$ cat config.mk
export PLATFORM = sky130hd
export DESIGN_NAME = span_counter
export DESIGN_NICKNAME = d
export VERILOG_FILES = /design/src/rtl/span_pkg.sv /design/src/rtl/span_cmp.sv /design/src/rtl/span_incr.sv /design/src/rtl/span_ctrl.sv /design/src/rtl/span_counter.sv
export SDC_FILE = /design/constraint.sdc
export NUM_CORES = 1
export LEC_CHECK = 0
export ABC_CLOCK_PERIOD_IN_PS = 1700
export BUFFER_PORTS_ARGS = -buffer_cell sky130_fd_sc_hd__buf_2
export CAP_MARGIN = 20
export CORE_AREA = 2 2 39 41
export DETAILED_ROUTE_END_ITERATION = 8
export DIE_AREA = 0 0 41 43
export PLACE_DENSITY = 0.67
export SLEW_MARGIN = 20
export SYNTH_ARGS = -nofsm -noshare
export SYNTH_HDL_FRONTEND = slang
export SYNTH_SLANG_ARGS = --single-unit
$ cat constraint.sdc
create_clock -name clk -period 1.7 [get_ports clk]
set_input_delay 0.34 -clock clk [delete_from_list [all_inputs] [get_ports clk]]
set_output_delay 0.34 -clock clk [all_outputs]
set_load 0.05 [all_outputs]
$ cat src/rtl/span_pkg.sv
package span_pkg;

    typedef enum logic [2:0] {
        ACT_HOLD  = 3'd0,
        ACT_RESET = 3'd1,
        ACT_CLEAR = 3'd2,
        ACT_LOAD  = 3'd3,
        ACT_STEP  = 3'd4,
        ACT_WRAP  = 3'd5
    } span_act_t;

endpackage

$ cat src/rtl/span_cmp.sv
module span_cmp #(
    parameter int WIDTH = 4
) (
    input  logic [WIDTH-1:0] cur_i,
    input  logic [WIDTH-1:0] stop_i,
    output logic             term_o
);
    logic hit_stop;
    logic hit_top;

    always_comb begin
        hit_stop = (cur_i == stop_i);
        hit_top  = &cur_i;
        term_o   = hit_stop | hit_top;
    end

endmodule

$ cat src/rtl/span_incr.sv
module span_incr #(
    parameter int WIDTH = 4
) (
    input  logic [WIDTH-1:0] cur_i,
    output logic [WIDTH-1:0] nxt_o
);
    logic [WIDTH-1:0] tgl;

    assign tgl[0] = 1'b1;

    genvar gi;
    generate
        for (gi = 1; gi < WIDTH; gi++) begin : g_chain
            assign tgl[gi] = tgl[gi-1] & cur_i[gi-1];
        end
    endgenerate

    assign nxt_o = cur_i ^ tgl;

endmodule

$ cat src/rtl/span_ctrl.sv
module span_ctrl
    import span_pkg::*;
(
    input  logic      rst_n,
    input  logic      clr_i,
    input  logic      ld_i,
    input  logic      en_i,
    input  logic      cin_i,
    input  logic      term_i,
    output span_act_t act_o
);
    logic [4:0] sel;

    always_comb begin
        sel = {~rst_n, clr_i, ld_i, en_i & cin_i, term_i};
        unique casez (sel)
            5'b1????: act_o = ACT_RESET;
            5'b01???: act_o = ACT_CLEAR;
            5'b001??: act_o = ACT_LOAD;
            5'b00011: act_o = ACT_WRAP;
            5'b00010: act_o = ACT_STEP;
            5'b0000?: act_o = ACT_HOLD;
            default:  act_o = ACT_HOLD;
        endcase
    end

endmodule

$ cat src/rtl/span_counter.sv
module span_counter
    import span_pkg::*;
#(
    parameter int WIDTH = 4
) (
    input  logic             clk,
    input  logic             rst_n,
    input  logic             clr_i,
    input  logic             ld_i,
    input  logic [WIDTH-1:0] ld_data_i,
    input  logic             en_i,
    input  logic             cin_i,
    input  logic [WIDTH-1:0] start_i,
    input  logic [WIDTH-1:0] stop_i,
    output logic [WIDTH-1:0] count_o,
    output logic             carry_o
);
    localparam logic [WIDTH-1:0] ZERO = '0;
    localparam logic [WIDTH-1:0] ONE  = WIDTH'(1);

    logic [WIDTH-1:0] cnt_q;
    logic [WIDTH-1:0] cnt_inc;
    logic             term;
    span_act_t        act;

    span_cmp #(.WIDTH(WIDTH)) u_cmp (
        .cur_i  (cnt_q),
        .stop_i (stop_i),
        .term_o (term)
    );

    span_incr #(.WIDTH(WIDTH)) u_incr (
        .cur_i (cnt_q),
        .nxt_o (cnt_inc)
    );

    span_ctrl u_ctrl (
        .rst_n  (rst_n),
        .clr_i  (clr_i),
        .ld_i   (ld_i),
        .en_i   (en_i),
        .cin_i  (cin_i),
        .term_i (term),
        .act_o  (act)
    );

    // State register: one update per edge, chosen by the decoded action.
    always_ff @(posedge clk) begin
        unique case (act)
            ACT_RESET: cnt_q <= ZERO;
            ACT_CLEAR: cnt_q <= ZERO;
            ACT_LOAD:  cnt_q <= ld_data_i;
            ACT_WRAP:  cnt_q <= start_i;
            ACT_STEP:  cnt_q <= cnt_inc;
            ACT_HOLD:  cnt_q <= cnt_q;
            default:   cnt_q <= cnt_q;
        endcase
    end

    // Outputs.
    always_comb begin
        count_o = cnt_q;
        carry_o = cin_i & term;
    end

    a_r1_reset: assert property (@(posedge clk)
        !rst_n |=> count_o == ZERO);

    a_r2_clear: assert property (@(posedge clk) disable iff (!rst_n)
        clr_i |=> count_o == ZERO);

    a_r3_load: assert property (@(posedge clk) disable iff (!rst_n)
        (!clr_i && ld_i) |=> count_o == $past(ld_data_i));

    a_r4_hold: assert property (@(posedge clk) disable iff (!rst_n)
        (!clr_i && !ld_i && !(en_i && cin_i)) |=> $stable(count_o));

    a_r5_step: assert property (@(posedge clk) disable iff (!rst_n)
        (!clr_i && !ld_i && en_i && cin_i && count_o != stop_i && !(&count_o))
        |=> count_o == $past(count_o) + ONE);

    a_r6_stop_wrap: assert property (@(posedge clk) disable iff (!rst_n)
        (!clr_i && !ld_i && en_i && cin_i && count_o == stop_i)
        |=> count_o == $past(start_i));

    a_r7_top_wrap: assert property (@(posedge clk) disable iff (!rst_n)
        (!clr_i && !ld_i && en_i && cin_i && (&count_o))
        |=> count_o == $past(start_i));

    a_r8_carry: assert property (@(posedge clk) disable iff (!rst_n)
        carry_o |-> (cin_i && (count_o == stop_i || (&count_o))));

endmodule

==> metrics.txt <==
Post-Syn Area=335.3 um2; Pwr Total=0.3574 mW; clock skew=2.867 ps; Tmin final=1912 ps; Detail Placement HPWL=762.8 um; Sequential Power Share=33.4%; WL met2=466 um; effective utilization at floorplan=24.23%; failing checks=negative setup slack; clk_lat worst skew=between 200 and 250 ps; CTS clk-pin slew, worst paths=roughly 40 ps; top routing layer used=met3; crit-path max cell delay=410 ps; register area share after synthesis=35.82%; Crit path max-delay family=flip-flops; aggregate global routing overflow=0; reg2reg start=count_o[2]; RePlAce Congestion=0.6730; CP required=roughly 1400 ps; CP Launch Type=flop; CTS tree=done; cell taking the most area after synthesis=edfxtp_1; final setup violation count=5; Levels on crit path=4; synth cell count leaders=nand2_1 (7), xor2_1 (5), edfxtp_1 (4), mux2i_1 (4), o21ai_1 (4); fmax=0.5231 GHz; Antenna diodes=0; CP endpoint kind=output pin; Switching Fraction=30.84%; drt pass-1 iters=5; Final Util=41.32%; EDFF count, synth=4; first-pass GRT wire length=1373 um; worst setup path end=carry_o; count of unique library cells instantiated by Yosys=12; clock group share of total power=33.2%; Slew HR=approximately 81%; DRC=0; status=complete, but fails checks; FF-to-FF End=count_o[3]; total track usage=11.82%; Wirelength per Cell=11.50 um; count leader, synth=nand2_1; Vias/cell=4.415; Final Cycle Share=112.5%; Final nets=88; Cell Rows=14; placed cell area=504.2 um2; DR iter-0 viols=13; Slew @ Worst Pin=288.3 ps; # fillers=154; Crit. Startpoint=count_o[2]; post-route insts no fill=82; DIE AREA=1763 um2; # hold bufs at CTS=0; combinational share of power=33.4%; clk buf depth=2; met3 wire length=95 um; top cells by area, synth=edfxtp_1 (36%), xor2_1 (13%), mux2i_1 (12%), o41ai_4 (8.2%), nand2_1 (7.8%); Synth warnings=0; maximum level of the CTS H-tree=1; Worst Path Arrival=approximately 1600 ps; synthesized instance count=33; DIE HEIGHT=43 um; syn avg cell area=10.16 um2; Reg2Reg Setup Slack=-50 ps; layout cells sized above 1=56.06%; CP Buf/Inv Count=1; I/O pin count=23; setup TNS=-347.7 ps; MaxCap Viol Count=0; Core ar.=roughly 1400 um2; vias in the first global route=355; RSZ-0062 raised after global routing=yes; Inst Count DP=76; Hold WS=384.0 ps; pre-CTS WS=-107.7 ps; Largest register FFs=4; highest-delay cell along the critical path=edfxtp_1; worst min path class=primary input to flop; fin. max-slew vios=0; M1 WL=381 um; Power Dens Cells=625.0 nW/um2; switching power=roughly 0.11 mW; area share of the largest cell type after synthesis=35.82%; Port Buffers=22; Post-Route WL=943 um; design area=571.8 um2; setup ws final=-211.7 ps; Post-synth top flop=edfxtp_1; largest net degree at the start of global routing=5; Sink Count=4; Horiz. Die Dim=between 40 and 50 um; worst r2r path cells=5; Post-DRT Antenna Nets=0; root buf cell=clkbuf_4; Synth Register Bits=4; HP Start=ld_data_i[0]; vias post-DR=between 300 and 400; final hold violation count=0; number of CTS-inserted buffers=3; Post-synth ARST share=0%; Critical Path Fanout Max=2; Syn Nets=53; initial antenna violation count=0; Pint=0.2472 mW; worst path cell trace=xor2_1 > o41ai_4 > and2_4 > buf_8; worst vdd ir=between 0.2 and 0.25 mV; Area Growth Syn to Fin=70.52%; LEAKAGE=0.2973 nW; Crit Path Category=flop to output pin
metal layers:
layer | vias up | GRT usage (%)
met1 | 156 | 13.77
li1 | 186 | -
met3 | 0 | 3.665
met5 | - | 0
met2 | 20 | 18.44
met4 | 0 | 6.000
cells in the final DEF (no fill, tap or decap):
| cell type | n |
|---|---|
| and2_4 | 1 |
| buf_2 | 21 |
| buf_4 | 8 |
| buf_8 | 1 |
| clkbuf_4 | 3 |
| edfxtp_1 | 4 |
| ha_1 | 2 |
| inv_1 | 1 |
| mux2i_1 | 4 |
| nand2_1 | 7 |
| nand3_1 | 1 |
| nand3_2 | 1 |
| nor2_1 | 1 |
| nor3b_1 | 1 |
| o21ai_1 | 4 |
| o41ai_4 | 1 |
| xor2_1 | 4 |
| xor2_2 | 1 |
worst min-delay path, delay by kind of cell:
family | cells | cell delay [ps]
AO/OA/AOI/OAI | 1 | 60
buffers and inverters | 1 | 70
AND/OR/NAND/NOR | 1 | 40
power by group through the flow:
| stage | Combinational (mW) | Sequential (mW) | Clock [mW] |
|---|---|---|---|
| after floorplan | 0.0382 | 0.144 | 0 |
| after global placement | 0.104 | 0.122 | 0 |
| final | 0.119 | 0.119 | 0.119 |
| after global routing | 0.128 | 0.120 | 0.131 |
| after detailed placement | 0.108 | 0.122 | 0 |
| after CTS | 0.115 | 0.121 | 0.122 |
how the worst min path moves through the flow:
stage	to	depth (start not counted)	slack [ps]
after floorplan	count_o[0]	2	530
after global placement	count_o[0]	3	620
after detailed placement	count_o[0]	3	630
after CTS	count_o[0]	3	380
after global routing	count_o[1]	3	390
final	count_o[0]	3	380
what timing repair did:
action,4_1_cts,5_1_grt
setup buffers,1,2
gates resized for setup,4,1
pin swaps,3,2
endpoints found under the setup margin,5,5
cloned,0,0
layout make-up:
type | instances | area, um2 | share of cell area [%]
well taps | 16 | 20.02 | 3.501
flip-flops and latches | 4 | 120.1 | 21.01
multi-input cells | 28 | 225.2 | 39.39
clock buffers | 3 | 22.52 | 3.939
repair buffers | 30 | 180.2 | 31.51
inverters | 1 | 3.754 | 0.6565
logic make-up after synthesis:
family,share of synthesized area (%)
flops,35.82
simple gates,16.42
xor+xnor,13.06
mux,11.94
compound gates,14.18
fa+ha+maj,7.461
buf+inv,1.118
(Power assumes the default switching activity.)
